**src/rtl/bkpt_pkg.sv**
```systemverilog
package bkpt_pkg;
  typedef enum logic [2:0] {
    ST_OFF   = 3'b000,
    ST_WAIT1 = 3'b001,
    ST_HIT1  = 3'b010,
    ST_WAIT2 = 3'b101,
    ST_HIT2  = 3'b110
  } bk_state_e;

  localparam logic [1:0] RESP_HALT = 2'd1;
  localparam logic [1:0] RESP_IRQ  = 2'd2;

  localparam int SRC_PC   = 0;
  localparam int SRC_ADDR = 1;
  localparam int SRC_DATA = 2;
  localparam int N_SRC    = 3;

  localparam logic [2:0] OFS_CTRL   = 3'd0;
  localparam logic [2:0] OFS_PC_REF = 3'd1;
  localparam logic [2:0] OFS_PC_MSK = 3'd2;
  localparam logic [2:0] OFS_A_LO   = 3'd3;
  localparam logic [2:0] OFS_A_HI   = 3'd4;
  localparam logic [2:0] OFS_D_REF  = 3'd5;
  localparam logic [2:0] OFS_D_MSK  = 3'd6;

  typedef struct packed {
    logic [N_SRC-1:0] lvl2_en;
    logic [N_SRC-1:0] lvl1_en;
    logic             two_lvl;
    logic [1:0]       resp;
  } bk_ctrl_t;

  localparam int CTRL_W = $bits(bk_ctrl_t);
endpackage

```
**src/rtl/bkpt_cfg_regs.sv**
```systemverilog
module bkpt_cfg_regs
  import bkpt_pkg::*;
#(
  parameter int AW    = 32,
  parameter int DW    = 32,
  parameter int REG_W = 32
) (
  input  logic             clk,
  input  logic             rst,
  input  logic             cfg_we,
  input  logic [2:0]       cfg_addr,
  input  logic [REG_W-1:0] cfg_wdata,
  output bk_ctrl_t         ctrl,
  output bk_ctrl_t         ctrl_new,
  output logic             restart,
  output logic [AW-1:0]    pc_ref,
  output logic [AW-1:0]    pc_mask,
  output logic [AW-1:0]    addr_lo,
  output logic [AW-1:0]    addr_hi,
  output logic [DW-1:0]    data_ref,
  output logic [DW-1:0]    data_mask
);
  assign ctrl_new = bk_ctrl_t'(cfg_wdata[CTRL_W-1:0]);
  assign restart  = cfg_we && (cfg_addr == OFS_CTRL);

  always_ff @(posedge clk) begin
    if (rst) begin
      ctrl      <= '0;
      pc_ref    <= '0;
      pc_mask   <= '0;
      addr_lo   <= '0;
      addr_hi   <= '0;
      data_ref  <= '0;
      data_mask <= '0;
    end else if (cfg_we) begin
      case (cfg_addr)
        OFS_CTRL:   ctrl      <= ctrl_new;
        OFS_PC_REF: pc_ref    <= cfg_wdata[AW-1:0];
        OFS_PC_MSK: pc_mask   <= cfg_wdata[AW-1:0];
        OFS_A_LO:   addr_lo   <= cfg_wdata[AW-1:0];
        OFS_A_HI:   addr_hi   <= cfg_wdata[AW-1:0];
        OFS_D_REF:  data_ref  <= cfg_wdata[DW-1:0];
        OFS_D_MSK:  data_mask <= cfg_wdata[DW-1:0];
        default: ;
      endcase
    end
  end
endmodule

```
**src/rtl/bkpt_match.sv**
```systemverilog
module bkpt_match
  import bkpt_pkg::*;
#(
  parameter int AW = 32,
  parameter int DW = 32
) (
  input  logic             insn_sample,
  input  logic [AW-1:0]    pc_in,
  input  logic             bus_valid,
  input  logic [AW-1:0]    bus_addr,
  input  logic [DW-1:0]    bus_data,
  input  logic [AW-1:0]    pc_ref,
  input  logic [AW-1:0]    pc_mask,
  input  logic [AW-1:0]    addr_lo,
  input  logic [AW-1:0]    addr_hi,
  input  logic [DW-1:0]    data_ref,
  input  logic [DW-1:0]    data_mask,
  output logic [N_SRC-1:0] hits
);
  logic pc_eq, in_range, data_eq;

  always_comb begin
    pc_eq    = ((pc_in ^ pc_ref) & ~pc_mask) == '0;
    in_range = (bus_addr >= addr_lo) && (bus_addr <= addr_hi);
    data_eq  = ((bus_data ^ data_ref) & ~data_mask) == '0;
    hits           = '0;
    hits[SRC_PC]   = insn_sample && pc_eq;
    hits[SRC_ADDR] = bus_valid && in_range;
    hits[SRC_DATA] = bus_valid && data_eq;
  end
endmodule

```
**src/rtl/bkpt_seq.sv**
```systemverilog
module bkpt_seq
  import bkpt_pkg::*;
(
  input  logic             clk,
  input  logic             rst,
  input  logic             restart,
  input  bk_ctrl_t         ctrl_new,
  input  bk_ctrl_t         ctrl,
  input  logic [N_SRC-1:0] hits,
  input  logic             insn_sample,
  input  logic             ext_nmi,
  input  logic             trace_busy,
  input  logic [3:0]       trace_nib,
  output logic [3:0]       code,
  output logic [3:0]       ddata_out,
  output logic             halt_req,
  output logic             take_dbg,
  output logic             take_nmi
);
  bk_state_e state_q, state_d;
  logic pend_q, pend_d;
  logic lvl1, lvl2, fire, irq_fire, take_now;

  always_comb begin
    lvl1    = |(hits & ctrl.lvl1_en);
    lvl2    = |(hits & ctrl.lvl2_en);
    state_d = state_q;
    fire    = 1'b0;
    if (restart) begin
      state_d = (|ctrl_new.lvl1_en) ? ST_WAIT1 : ST_OFF;
    end else begin
      case (state_q)
        ST_WAIT1: if (lvl1) begin
          if (ctrl.two_lvl) state_d = ST_WAIT2;
          else begin
            state_d = ST_HIT1;
            fire    = 1'b1;
          end
        end
        ST_WAIT2: if (lvl2) begin
          state_d = ST_HIT2;
          fire    = 1'b1;
        end
        default: ;
      endcase
    end
    irq_fire = fire && (ctrl.resp == RESP_IRQ);
    take_now = !restart && insn_sample && (pend_q || irq_fire);
    pend_d   = restart ? 1'b0 : ((pend_q || irq_fire) && !take_now);
  end

  always_ff @(posedge clk) begin
    if (rst) begin
      state_q   <= ST_OFF;
      pend_q    <= 1'b0;
      code      <= '0;
      ddata_out <= '0;
      halt_req  <= 1'b0;
      take_dbg  <= 1'b0;
      take_nmi  <= 1'b0;
    end else begin
      state_q   <= state_d;
      pend_q    <= pend_d;
      code      <= {state_d, 1'b0};
      ddata_out <= trace_busy ? trace_nib : {state_d, 1'b0};
      halt_req  <= fire && (ctrl.resp == RESP_HALT);
      take_dbg  <= take_now;
      take_nmi  <= insn_sample && ext_nmi && !take_now;
    end
  end

  // a halt request lasts a single cycle
  a_r9_halt_one_cycle: assert property (@(posedge clk) disable iff (rst)
    halt_req |=> !halt_req);

  // a fired final state holds until reconfiguration
  a_r8_final_holds: assert property (@(posedge clk) disable iff (rst)
    ((state_q == ST_HIT1 || state_q == ST_HIT2) && !restart) |=> $stable(state_q));

  // level 2 cannot fire straight from waiting for level 1
  a_r7_level2_armed_first: assert property (@(posedge clk) disable iff (rst)
    (state_q == ST_WAIT1) |=> (state_q != ST_HIT2));

  // the debug interrupt is taken only at a sample point
  a_r10_take_at_sample: assert property (@(posedge clk) disable iff (rst)
    take_dbg |-> $past(insn_sample));

  // a pending debug interrupt wins over the level-7 request
  a_r11_dbg_over_nmi: assert property (@(posedge clk) disable iff (rst)
    (pend_q && insn_sample && !restart) |=> (take_dbg && !take_nmi));
endmodule

```
**src/rtl/bkpt_trigger_unit.sv**
```systemverilog
module bkpt_trigger_unit
  import bkpt_pkg::*;
#(
  parameter int AW    = 32,
  parameter int DW    = 32,
  parameter int REG_W = 32
) (
  input  logic             clk,
  input  logic             rst,
  input  logic             cfg_we,
  input  logic [2:0]       cfg_addr,
  input  logic [REG_W-1:0] cfg_wdata,
  input  logic             insn_sample,
  input  logic [AW-1:0]    pc_in,
  input  logic             bus_valid,
  input  logic [AW-1:0]    bus_addr,
  input  logic [DW-1:0]    bus_data,
  input  logic             ext_nmi,
  input  logic             trace_busy,
  input  logic [3:0]       trace_nib,
  output logic [3:0]       ddata_out,
  output logic [REG_W-1:0] csr_status,
  output logic             halt_req,
  output logic             take_dbg,
  output logic             take_nmi
);
  localparam int PAD_W = REG_W - 4;

  bk_ctrl_t         ctrl, ctrl_new;
  logic             restart;
  logic [AW-1:0]    pc_ref, pc_mask, addr_lo, addr_hi;
  logic [DW-1:0]    data_ref, data_mask;
  logic [N_SRC-1:0] hits;
  logic [3:0]       code;

  bkpt_cfg_regs #(.AW(AW), .DW(DW), .REG_W(REG_W)) u_regs (
    .clk(clk), .rst(rst), .cfg_we(cfg_we), .cfg_addr(cfg_addr),
    .cfg_wdata(cfg_wdata), .ctrl(ctrl), .ctrl_new(ctrl_new),
    .restart(restart), .pc_ref(pc_ref), .pc_mask(pc_mask),
    .addr_lo(addr_lo), .addr_hi(addr_hi), .data_ref(data_ref),
    .data_mask(data_mask)
  );

  bkpt_match #(.AW(AW), .DW(DW)) u_match (
    .insn_sample(insn_sample), .pc_in(pc_in), .bus_valid(bus_valid),
    .bus_addr(bus_addr), .bus_data(bus_data), .pc_ref(pc_ref),
    .pc_mask(pc_mask), .addr_lo(addr_lo), .addr_hi(addr_hi),
    .data_ref(data_ref), .data_mask(data_mask), .hits(hits)
  );

  bkpt_seq u_seq (
    .clk(clk), .rst(rst), .restart(restart), .ctrl_new(ctrl_new),
    .ctrl(ctrl), .hits(hits), .insn_sample(insn_sample),
    .ext_nmi(ext_nmi), .trace_busy(trace_busy), .trace_nib(trace_nib),
    .code(code), .ddata_out(ddata_out), .halt_req(halt_req),
    .take_dbg(take_dbg), .take_nmi(take_nmi)
  );

  assign csr_status = {code, {PAD_W{1'b0}}};

  // bit 0 of the reported code is always zero
  a_r12_code_lsb_zero: assert property (@(posedge clk) disable iff (rst)
    !csr_status[REG_W-4]);
endmodule

```
**config.mk**
```make
export PLATFORM = sky130hd
export DESIGN_NAME = bkpt_trigger_unit
export DESIGN_NICKNAME = d
export VERILOG_FILES = /design/src/rtl/bkpt_pkg.sv /design/src/rtl/bkpt_cfg_regs.sv /design/src/rtl/bkpt_match.sv /design/src/rtl/bkpt_seq.sv /design/src/rtl/bkpt_trigger_unit.sv
export SDC_FILE = /design/constraint.sdc
export NUM_CORES = 1
export LEC_CHECK = 0
export BUFFER_PORTS_ARGS = -buffer_cell sky130_fd_sc_hd__buf_2
export CAP_MARGIN = 10
export CORE_MARGIN = 5
export CORE_UTILIZATION = 36
export CTS_BUF_LIST = sky130_fd_sc_hd__clkbuf_2
export CTS_CLUSTER_SIZE = 25
export DETAILED_ROUTE_END_ITERATION = 8
export HOLD_SLACK_MARGIN = 0.03
export PLACE_DENSITY = 0.51
export SYNTH_ARGS = -nofsm -noshare
export SYNTH_HDL_FRONTEND = slang
export SYNTH_SLANG_ARGS = --single-unit
```
**constraint.sdc**
```tcl
create_clock -name clk -period 3.2 [get_ports clk]
set_clock_uncertainty 0.1 [all_clocks]
set_input_delay 0.32 -clock clk [delete_from_list [all_inputs] [get_ports clk]]
set_output_delay 0.32 -clock clk [all_outputs]
set_load 0.01 [all_outputs]
```
==> results of run 1 <==
## through the flow
stage	instances	hold slack, ps	util [%]	cell area, um^2
2_1_floorplan	1365	299.3	-	10330
3_3_place_gp	1817	341.0	40.28	11250
3_5_place_dp	1817	344.1	40.28	11250
4_1_cts	1971	132.3	43.97	12280
5_1_grt	1973	136.5	44.07	12310
6_report	1973	218.1	44.07	12310
## cells in the final DEF (no fill, tap or decap), types with 3 or more instances in the layout
| cell type | netlist | layout |
|---|---|---|
| nand2b_1 | 3 | 3 |
| or4_1 | 3 | 3 |
| nor2_2 | 3 | 7 |
| a21oi_1 | 227 | 227 |
| a221oi_2 | 2 | 3 |
| clkinv_1 | 0 | 5 |
| inv_1 | 71 | 71 |
| nor2b_1 | 6 | 6 |
| clkbuf_2 | 3 | 98 |
| conb_1 | 1 | 29 |
| nand3_1 | 12 | 12 |
| nor3_1 | 13 | 12 |
| ha_1 | 64 | 64 |
| buf_2 | 0 | 150 |
| a21o_1 | 7 | 7 |
| a211oi_1 | 6 | 5 |
| nand2_1 | 423 | 423 |
| dfxtp_1 | 212 | 212 |
| dlygate4sd3_1 | 0 | 48 |
| o21ai_0 | 8 | 8 |
| nor2_1 | 25 | 21 |
| and4_1 | 3 | 3 |
| xnor2_1 | 64 | 64 |
| or3_1 | 3 | 3 |
| nor4_1 | 10 | 10 |
| nand4_1 | 11 | 11 |
| buf_4 | 29 | 16 |
| o22ai_1 | 33 | 33 |
## routing by layer
layer  track usage [%]  vias up
li1                  -     4852
met1             29.02     4380
met2             32.23      272
met3             4.091       49
met4             5.373        0
met5                 0        -
## critical path, cell delays in order (launching register included)
cell	delay [ps]
dfxtp_1	340
inv_1	60
ha_1	270
nand2_1	80
or4_4	590
nor3_4	230
nand2_1	90
o21ai_2	110
o2111ai_1	210
a221oi_2	370
a31oi_2	160
o2111a_1	250
## logic make-up (layout without fill, tap and decap cells)
kind of cell               count (synthesis)  in the layout  synth area share [%]
AOI/OAI and AO/OA                        304            304                 16.50
xor gates and xnor gates                  64             64                 5.483
adders and majority gates                 64             64                 7.833
buffers and inverters                    165            393                 7.159
DFF                                      212            212                 41.51
other                                      1             31               0.03668
and+or+nand+nor                          527            527                 21.48
## layout make-up
type	count	area (um^2)
clock inverters	8	57.56
fillers	2939	15620
clock buffers	98	490.5
diodes	2	5.005
flip-flops and latches	212	4244
multi-input cells	988	5391
inverters	71	266.5
repair buffers	216	1383
well taps	378	473.0
## repair_timing
item,4_1_cts,5_1_grt
hold endpoints to repair,212,0
hold buffers,48,0
endpoints found under the setup margin,0,4
resized for setup,0,4
## worst max-delay path by stage
stage | from | to | cells past startpoint
2_1_floorplan | u_regs.addr_hi[29] | u_seq.take_nmi | 11
3_3_place_gp | bus_addr[29] | u_seq.take_nmi | 11
3_5_place_dp | bus_addr[29] | u_seq.take_nmi | 11
4_1_cts | u_regs.addr_hi[29] | u_seq.take_nmi | 11
5_1_grt | u_regs.addr_hi[15] | u_seq.take_nmi | 11
6_report | u_regs.addr_hi[26] | u_seq.take_nmi | 11
## flip-flops by register name (all words and copies together) (netlist names), 3 cells and up
name              cells
u_regs.addr_hi       32
u_regs.addr_lo       32
u_regs.data_mask     32
u_regs.data_ref      32
u_regs.pc_mask       32
u_regs.pc_ref        32
u_regs.ctrl           9
u_seq.ddata_out       4
u_seq.state_q         3
## where the power goes
part           total [mW]  internal (mW)  switching [mW]
Sequential           2.72           2.69          0.0311
Combinational       0.701          0.275           0.426
Clock                2.01          0.873            1.14
Total                5.44           3.84            1.60
==> tab_implementation.tex, run 1 <==
\begin{tabular}{lr}
\hline
Metric & Value \\
\hline
\multicolumn{2}{l}{\textbf{Cells and area}} \\
\quad Layout cells sized above 1 & 18.14\% \\
\quad Number of nets in the finished design & 1755 \\
\quad Area Overhead vs Synth & 20.41\% \\
\multicolumn{2}{l}{\textbf{Critical path}} \\
\quad Endpoint of the worst-slack reg-to-reg timing path & u\_seq.take\_nmi \\
\quad CP required & roughly 3800 ps \\
\quad Path depth of the worst reg2reg path & 11 \\
\quad CP Class & reg2reg \\
\quad Worst R2R Setup Slack & between 200 and 250 ps \\
\quad Critical Path Start Type & flip-flop \\
\quad Crit end category & flip-flop \\
\quad Arrival time at the worst endpoint & 3610 ps \\
\quad Origin of the critical flop-to-flop path & u\_regs.addr\_hi[26] \\
\quad Largest driver fanout on the critical path & 3 \\
\multicolumn{2}{l}{\textbf{Min path}} \\
\quad Hold path cells & 3 \\
\quad Capture endpoint of the worst hold path & u\_seq.take\_nmi \\
\quad Hold Startpoint & ext\_nmi \\
\quad Hold/Removal Path Class & in2reg \\
\multicolumn{2}{l}{\textbf{Detailed routing}} \\
\quad Met3 Wirelength & 1902 um \\
\quad DRC violations left & 0 \\
\quad WL met1 & about 16000 um \\
\quad Vias & 9553 \\
\quad Highest routing layer actually used & met4 \\
\quad Antenna Violating Nets Remaining & 0 \\
\quad Routed met2 length & 15220 um \\
\quad Final WL & 33620 um \\
\quad Length of the first detailed-routing pass in iterations & 5 \\
\quad Post-DR wirelength/cell & between 15 and 20 um \\
\quad Vias per cell & slightly below 5 \\
\quad Initial detailed-routing violation count & roughly 670 \\
\multicolumn{2}{l}{\textbf{Yosys}} \\
\quad Synth area leader & dfxtp\_1 \\
\quad Number of distinct library cells after synthesis & 52 \\
\quad Most used flip-flop cell after synthesis & dfxtp\_1 \\
\quad Async set-or-reset flop fraction in the synthesized netlist & 0\% \\
\quad Number of enable flip-flop cells after synthesis & 0 \\
\quad Post-synthesis cell area & approximately 0.010 mm\^{}2 \\
\quad Number of register bits inferred by synthesis & around 210 \\
\quad Syn Inst Count & 1337 \\
\quad Post-synth top cells & 423 x nand2\_1, 227 x a21oi\_1, 212 x dfxtp\_1 \\
\quad Per-instance average area after synthesis & approximately 7.6 um\^{}2 \\
\quad Fraction of synthesized cell area taken by the top area cell type & 41.51\% \\
\quad Leading cell types by total area after synthesis & dfxtp\_1 42\%, nand2\_1 16\%, a21oi\_1 11\% \\
\quad Portion of the post-synthesis area used by sequential elements & 41.51\% \\
\quad Most frequent cell after synthesis & nand2\_1 \\
\quad Total of warnings raised by yosys & 0 \\
\multicolumn{2}{l}{\textbf{Global routing}} \\
\quad First-pass GRT wire length & 50690 um \\
\quad Maximum number of pins on one net before global-route repair & 186 \\
\quad Overall Global Routing Usage & 20.58\% \\
\quad Vias in the first global route & between 8000 and 9000 \\
\quad Initial antenna violation count & 3 \\
\quad Congestion Overflow GR & 0 \\
\multicolumn{2}{l}{\textbf{STA}} \\
\quad Actual slew at the worst max-slew pin & $\sim$990 ps \\
\quad Max Clk Rate & 333.8 MHz \\
\quad Relative slew slack & 33.72\% \\
\quad Crit path setup slack, layout & 204.2 ps \\
\quad Number of endpoints with negative hold slack in the final report & 0 \\
\quad Number of max-slew violations in the final report & 0 \\
\quad Post-route clock period utilization & 93.62\% \\
\quad Unrepaired setup endpoints after global routing & no \\
\quad Fin crit period & 2996 ps \\
\quad Summed negative setup slack over all endpoints & 0 ps \\
\quad \# setup viols final & 0 \\
\multicolumn{2}{l}{\textbf{Floorplanning}} \\
\quad Initial Utilization & between 30 and 40\% \\
\quad Die Height & between 150 and 200 um \\
\quad Row Count & 61 \\
\quad Top-level port count & 181 \\
\quad Horizontal die dimension & 178.5 um \\
\quad Total die area & around 0.032 mm\^{}2 \\
\quad CORE AREA & around 0.028 mm\^{}2 \\
\multicolumn{2}{l}{\textbf{Pwr}} \\
\quad Power consumption & 5.436 mW \\
\quad Areal power density over the cells & 441.6 mW/mm\^{}2 \\
\quad Highest ir drop seen on vdd & 0.2242 mV \\
\quad Leakage power & about 4.6 nW \\
\multicolumn{2}{l}{\textbf{Clock network}} \\
\quad Post-CTS Setup Repair Bufs & 0 \\
\quad Number of levels the H-tree was split into & 2 \\
\quad Worst-path clk slew & 100 ps \\
\quad Clock Sink Count & 212 \\
\quad Maximum buffer depth of the clock tree & 3 \\
\quad Clock root buffer & clkbuf\_2 \\
\quad Clock buffer count from CTS & 60 \\
\quad Clock latency of the later-clocked register in the worst-skew pair & 850 ps \\
\quad CTS tree & yes \\
\multicolumn{2}{l}{\textbf{Status}} \\
\quad Status & completed \\
\multicolumn{2}{l}{\textbf{Placed design}} \\
\quad Weighted congestion at the end of routability-driven global placement & $\sim$0.82 \\
\quad Total of buffers placed on input and output ports & 151 \\
\quad DPL Wire Length & 23450 um \\
\quad Placement Setup Slack & 29.99 ps \\
\multicolumn{2}{l}{\textbf{Job}} \\
\quad Max-cap viol count & 0 \\
\hline
\end{tabular}
No activity file was read; power rests on OpenSTA's default activity.
==> run 2, diff against run 1 <==
CORE_UTILIZATION = 55   (was 36)
PLACE_DENSITY = 0.75   (was 0.51)
==> run 2 against run 1 <==
Global-route usage increased by 6.7 points. Critical path type unchanged. Worst hold slack improved by 30 ps. Combinational power decreased by 2%. Clock power decreased by 14%. Sequential share of layout area increased by 0.85 points. Largest power group unchanged. Clock-buffer cell count decreased by 19. Sequential power about the same.
==> tab_implementation.tex, run 2 (synthesis results as in run 1) <==
\begin{tabular}{lr}
\hline
Metric & Value \\
\hline
\multicolumn{2}{l}{\textbf{STA}} \\
\quad Smallest hold slack & 247.8 ps \\
\quad Number of max-slew violations in the final report & 0 \\
\quad Summed negative setup slack over all endpoints & 0 ps \\
\quad \# setup viols final & 0 \\
\quad Post-route clock period utilization & 95.01\% \\
\quad Max Clk Rate & 328.9 MHz \\
\quad Relative slew slack & a little under three fifths \\
\quad Fin crit period & 3040 ps \\
\quad Actual slew at the worst max-slew pin & 670.7 ps \\
\quad Number of endpoints with negative hold slack in the final report & 0 \\
\quad Crit path setup slack, layout & 159.8 ps \\
\quad Unrepaired setup endpoints after global routing & no \\
\multicolumn{2}{l}{\textbf{Global routing}} \\
\quad Overall Global Routing Usage & 27.30\% \\
\quad Maximum number of pins on one net before global-route repair & 84 \\
\quad First-pass GRT wire length & 47490 um \\
\quad Vias in the first global route & 9455 \\
\quad Congestion Overflow GR & 0 \\
\quad Initial antenna violation count & 1 \\
\multicolumn{2}{l}{\textbf{Clock network}} \\
\quad CTS tree & yes \\
\quad Worst-path clk slew & 100 ps \\
\quad Clock root buffer & clkbuf\_2 \\
\quad Post-CTS Setup Repair Bufs & 0 \\
\quad Maximum buffer depth of the clock tree & 3 \\
\quad Clock latency of the later-clocked register in the worst-skew pair & 820 ps \\
\quad Number of levels the H-tree was split into & 2 \\
\quad Clock buffer count from CTS & 55 \\
\quad Clock Sink Count & 212 \\
\multicolumn{2}{l}{\textbf{Min path}} \\
\quad Hold/Removal Path Class & in2reg \\
\multicolumn{2}{l}{\textbf{Detailed routing}} \\
\quad Final WL & 30080 um \\
\quad DRC violations left & 0 \\
\quad Length of the first detailed-routing pass in iterations & 5 \\
\quad Initial detailed-routing violation count & 735 \\
\quad Vias & 9856 \\
\quad Antenna Violating Nets Remaining & 0 \\
\quad Vias per cell & approximately 5.4 \\
\quad Post-DR wirelength/cell & 16.61 um \\
\multicolumn{2}{l}{\textbf{Placed design}} \\
\quad Number of placed instances with taps included & between 1500 and 2000 \\
\quad Weighted congestion at the end of routability-driven global placement & 0.8896 \\
\quad DPL Wire Length & 21300 um \\
\quad Placement Setup Slack & 91.92 ps \\
\quad Total of buffers placed on input and output ports & 151 \\
\quad Dpl cell area & 0.01107 mm\^{}2 \\
\multicolumn{2}{l}{\textbf{Cells and area}} \\
\quad Most frequent standard cell in the layout excluding fill and tap cells & nand2\_1 \\
\quad Post-route non-filler standard cell count & around 1800 \\
\quad Post-route standard cell area excluding fillers & roughly 0.012 mm\^{}2 \\
\quad Number of nets in the finished design & 1751 \\
\quad Most frequent cells in the layout & 423 x nand2\_1, 227 x a21oi\_1, 212 x dfxtp\_1, 150 x buf\_2, 79 x clkbuf\_2 \\
\quad Area Overhead vs Synth & 17.53\% \\
\quad Layout cells sized above 1 & 16.82\% \\
\multicolumn{2}{l}{\textbf{Floorplanning}} \\
\quad Initial Utilization & 56.34\% \\
\quad CORE AREA & approximately 0.018 mm\^{}2 \\
\quad Horizontal die dimension & 146.3 um \\
\quad Row Count & a little under 50 \\
\quad Die Height & 146.3 um \\
\quad Total die area & 0.02142 mm\^{}2 \\
\quad Top-level port count & 181 \\
\multicolumn{2}{l}{\textbf{Status}} \\
\quad Status & completed \\
\multicolumn{2}{l}{\textbf{Pwr}} \\
\quad Combinational share of power & 13.4\% \\
\quad Power share of the clock group & between 30\% and 40\% \\
\quad Leakage power & around 4.5 nW \\
\quad Internal portion of total power & 3.621 mW \\
\quad Areal power density over the cells & 427.8 mW/mm\^{}2 \\
\quad Relative contribution of sequential cells to total power & 53.0\% \\
\quad Highest ir drop seen on vdd & about 0.3 mV \\
\quad Total net switching power & 1.519 mW \\
\quad Switching Fraction & between 20\% and 30\% \\
\multicolumn{2}{l}{\textbf{Job}} \\
\quad Max-cap viol count & 0 \\
\multicolumn{2}{l}{\textbf{Critical path}} \\
\quad Critical Path Start Type & flip-flop \\
\quad Arrival time at the worst endpoint & 3610 ps \\
\quad CP required & 3770 ps \\
\quad Largest driver fanout on the critical path & 4 \\
\quad Crit end category & flip-flop \\
\quad CP Class & reg2reg \\
\hline
\end{tabular}
run 2: cell types whose count changed in the layout (fill, tap and decap cells not counted), sizes merged:
cell / previous run / this run
diode: 2 / 1
dlygate4sd3: 48 / 49
bufinv: 1 / 0
clkinv: 6 / 13
clkbuf: 98 / 79
run 2: final cells by class:
cell class | count | area (um^2)
Multi-Input combinational cell | 988 | 5374
Antenna cell | 1 | 2.502
Tap cell | 229 | 286.5
Clock buffer | 79 | 395.4
Inverter | 71 | 266.5
Clock inverter | 14 | 53.80
Fill cell | 1640 | 6132
Timing Repair Buffer | 217 | 1393
Sequential cell | 212 | 4244
run 2: worst paths after layout:
kind	from	end	slack (ps)	cells past startpoint
hold / removal	insn_sample	u_seq.pend_q	250	3
hold reg to reg	u_regs.ctrl[1]	u_seq.halt_req	350	1
setup reg to reg	u_regs.addr_hi[29]	u_seq.take_nmi	160	11
setup / recovery	u_regs.addr_hi[29]	u_seq.take_nmi	160	11
run 2: what timing repair did:
action | CTS | global route
endpoints found under the hold margin | 209 | 0
hold buffers | 49 | 0
resized for setup | 0 | 1
endpoints found under the setup margin | 0 | 2
run 2: worst max-delay path, cell delays in order, from the launching register on:
cell and delay (ps):
dfxtp_1 340, inv_1 40, ha_1 300, nand4_2 160, or4_4 590, nor3_4 240
nand2_1 90, o21ai_2 100, o2111ai_1 190, a221oi_2 330, a31oi_1 170, o2111a_1 250
run 2: power by group through the flow:
stage | Sequential [mW] | Clock (mW) | Combinational [mW]
2_1_floorplan | 2.78 | 0 | 0.376
3_3_place_gp | 2.78 | 0 | 0.618
3_5_place_dp | 2.79 | 0 | 0.631
4_1_cts | 2.72 | 1.76 | 0.679
5_1_grt | 2.73 | 1.90 | 0.754
6_report | 2.72 | 1.73 | 0.686
run 2: per-layer routing:
| layer | vias to the layer above | share of wire [%] | GRT usage (%) |
|---|---|---|---|
| met5 | - | 0 | 0 |
| met4 | 0 | 3.0 | 9.643 |
| met3 | 52 | 8.8 | 5.485 |
| met2 | 406 | 46 | 43.95 |
| met1 | 4544 | 43 | 36.67 |
| li1 | 4854 | - | - |
run 2: stage by stage:
step | util, % | power [mW]
CTS | 66.16 | 5.160
detailed placement | 60.98 | 3.416
global route | 66.21 | 5.390
floorplan | - | 3.156
finish | 66.21 | 5.140
global placement | 60.98 | 3.401
==> run 3, diff against run 2 <==
RECOVER_POWER = 100   (was not set)
==> run 3 against run 2 <==
The flow now finishes with violations (max-capacitance violations, max-slew violations). Clock-buffer cell count unchanged. Sequential share of layout area rose by 0.16 points. Maximum frequency increased by 0.44%. Core utilization shrank 0.29 points. Sequential power is essentially flat. Power decreased by 0.15%. Clock power hardly changed. Register-to-register slack is essentially flat. Combinational power barely moved. Setup slack better by 13 ps. Sequential cell count unchanged.
==> tab_implementation.tex, run 3 (synthesis results as in run 1) <==
\begin{tabular}{lr}
\hline
Metric & Value \\
\hline
\multicolumn{2}{l}{\textbf{Critical path}} \\
\quad Path depth of the worst reg2reg path & 11 \\
\quad Largest driver fanout on the critical path & 4 \\
\quad CP required & 3770 ps \\
\quad Critical Path Start Type & flip-flop \\
\quad Crit end category & flip-flop \\
\quad Arrival time at the worst endpoint & 3590 ps \\
\quad CP Class & reg2reg \\
\multicolumn{2}{l}{\textbf{Clock network}} \\
\quad Clock buffer count from CTS & 55 \\
\quad Clock latency of the later-clocked register in the worst-skew pair & 810 ps \\
\quad CTS tree & yes \\
\quad Clock Sink Count & 212 \\
\quad Clock root buffer & clkbuf\_2 \\
\quad Number of levels the H-tree was split into & 2 \\
\quad Worst-path clk slew & 100 ps \\
\quad Maximum buffer depth of the clock tree & 3 \\
\multicolumn{2}{l}{\textbf{Pwr}} \\
\quad Total net switching power & 1.515 mW \\
\quad Highest ir drop seen on vdd & 0.2995 mV \\
\quad Switching Fraction & 29.51\% \\
\quad Areal power density over the cells & 429.1 mW/mm\^{}2 \\
\quad Power share of the clock group & 33.6\% \\
\quad Combinational share of power & 13.3\% \\
\quad Relative contribution of sequential cells to total power & approximately 53\% \\
\quad Leakage power & 4.443 nW \\
\quad Internal portion of total power & about 3.6 mW \\
\multicolumn{2}{l}{\textbf{Detailed routing}} \\
\quad Post-DR wirelength/cell & 16.61 um \\
\quad Met3 Wirelength & approximately 2400 um \\
\quad Highest routing layer actually used & met4 \\
\quad Final WL & 30080 um \\
\quad DRC violations left & 0 \\
\quad Vias & 9839 \\
\quad Antenna Violating Nets Remaining & 0 \\
\quad Routed met2 length & 13760 um \\
\quad Initial detailed-routing violation count & 740 \\
\quad Length of the first detailed-routing pass in iterations & 5 \\
\quad Vias per cell & 5.433 \\
\quad WL met1 & 12970 um \\
\multicolumn{2}{l}{\textbf{Floorplanning}} \\
\quad Die Height & $\sim$150 um \\
\quad Horizontal die dimension & 146.3 um \\
\quad Row Count & 49 \\
\quad Total die area & between 0.02 and 0.025 mm\^{}2 \\
\quad CORE AREA & 0.01815 mm\^{}2 \\
\quad Top-level port count & 181 \\
\quad Initial Utilization & a little under three fifths \\
\multicolumn{2}{l}{\textbf{Placed design}} \\
\quad DPL Wire Length & 21300 um \\
\quad Weighted congestion at the end of routability-driven global placement & just under 0.9 \\
\quad Total of buffers placed on input and output ports & around 150 \\
\multicolumn{2}{l}{\textbf{STA}} \\
\quad Number of endpoints with negative hold slack in the final report & 0 \\
\quad Summed negative setup slack over all endpoints & 0 ps \\
\quad Max Clk Rate & 330.4 MHz \\
\quad Relative slew slack & -16.70\% \\
\quad Post-route clock period utilization & 94.59\% \\
\quad \# setup viols final & 0 \\
\quad Actual slew at the worst max-slew pin & $\sim$1800 ps \\
\quad Unrepaired setup endpoints after global routing & no \\
\quad Fin crit period & around 3000 ps \\
\quad Number of max-slew violations in the final report & 248 \\
\quad Smallest hold slack & 253.2 ps \\
\multicolumn{2}{l}{\textbf{Cells and area}} \\
\quad Area Overhead vs Synth & 17.01\% \\
\quad Most frequent standard cell in the layout excluding fill and tap cells & nand2\_1 \\
\quad Layout cells sized above 1 & 15.69\% \\
\quad Number of nets in the finished design & about 1800 \\
\quad Most frequent cells in the layout & 423 x nand2\_1, 227 x a21oi\_1, 212 x dfxtp\_1, 138 x buf\_2, 80 x clkbuf\_2 \\
\quad Fill cell count & 1655 \\
\multicolumn{2}{l}{\textbf{Status}} \\
\quad Violations in the final reports & max-capacitance violations, max-slew violations \\
\quad Status & finished with violations \\
\multicolumn{2}{l}{\textbf{Min path}} \\
\quad Hold/Removal Path Class & in2reg \\
\quad Hold path cells & 3 \\
\multicolumn{2}{l}{\textbf{Global routing}} \\
\quad Vias in the first global route & 9455 \\
\quad Congestion Overflow GR & 0 \\
\quad Initial antenna violation count & 1 \\
\quad First-pass GRT wire length & around 47000 um \\
\quad Overall Global Routing Usage & 27.30\% \\
\quad Maximum number of pins on one net before global-route repair & 84 \\
\multicolumn{2}{l}{\textbf{Job}} \\
\quad Max-cap viol count & 6 \\
\hline
\end{tabular}
[run 3: cell count changes in the layout (fill, tap and decap cells not counted), sizes merged]
cell / before / now
clkbuf: 79 / 98
buf: 168 / 149
[run 3: power groups by stage]
stage / logic (mW) / clock network [mW] / registers [mW]
floorplan: 0.376 / 0 / 2.78
global placement: 0.618 / 0 / 2.78
detailed placement: 0.631 / 0 / 2.79
CTS: 0.679 / 1.76 / 2.72
global route: 0.751 / 1.90 / 2.73
finish: 0.683 / 1.73 / 2.72
[run 3: final timing paths]
check | start | to | slack (ps)
hold / removal | ext_nmi | u_seq.take_nmi | 250
setup reg to reg | u_regs.addr_hi[29] | u_seq.take_nmi | 170
hold reg to reg | u_regs.ctrl[1] | u_seq.halt_req | 350
setup / recovery | u_regs.addr_hi[29] | u_seq.take_nmi | 170
[run 3: critical path, cell delays in order (launching register included)]
cell and delay [ps]:
dfxtp_1 340, inv_1 40, ha_1 300, nand4_2 160, or4_4 590, nor3_4 240
nand2_1 90, o21ai_2 100, o2111ai_1 190, a221oi_2 340, a31oi_1 170, o2111a_1 250
[run 3: repair_timing]
item,in CTS,in global routing
hold endpoints to repair,209,0
buffers inserted,0,0
resized for setup,0,1
hold buffers,49,0
setup endpoints to repair,0,2
[run 3: through the flow]
| step | cell area (um^2) | instances | total power, mW | utilization [%] | worst slack, ps |
|---|---|---|---|---|---|
| final | 11960 | 1811 | 5.133 | 65.92 | 173.2 |
| after global routing | 11960 | 1811 | 5.387 | 65.92 | 8.643 |
| after CTS | 12010 | 1810 | 5.160 | 66.16 | 147.8 |
| after detailed placement | 11070 | 1668 | 3.416 | 60.98 | 91.92 |
| after global placement | 11070 | 1668 | 3.401 | 60.98 | 132.5 |
| after floorplan | 10330 | 1365 | 3.156 | - | 520.8 |
[run 3: layout make-up]
class                      count  area [um^2]  area share (%)
multi-input combinational    988         5374           44.92
sequential                   212         4244           35.48
timing repair buffer         217         1340           11.20
clock buffer                  79        395.4           3.305
tap                          229        286.5           2.395
inverter                      71        266.5           2.228
clock inverter                14        53.80          0.4497
antenna                        1        2.502         0.02092
[run 3: layer usage]
metal  vias to the layer above  global-route usage, %
met5                         -                      0
met2                       387                  43.95
met1                      4544                  36.67
met3                        53                  5.485
met4                         0                  9.643
li1                       4855                      -
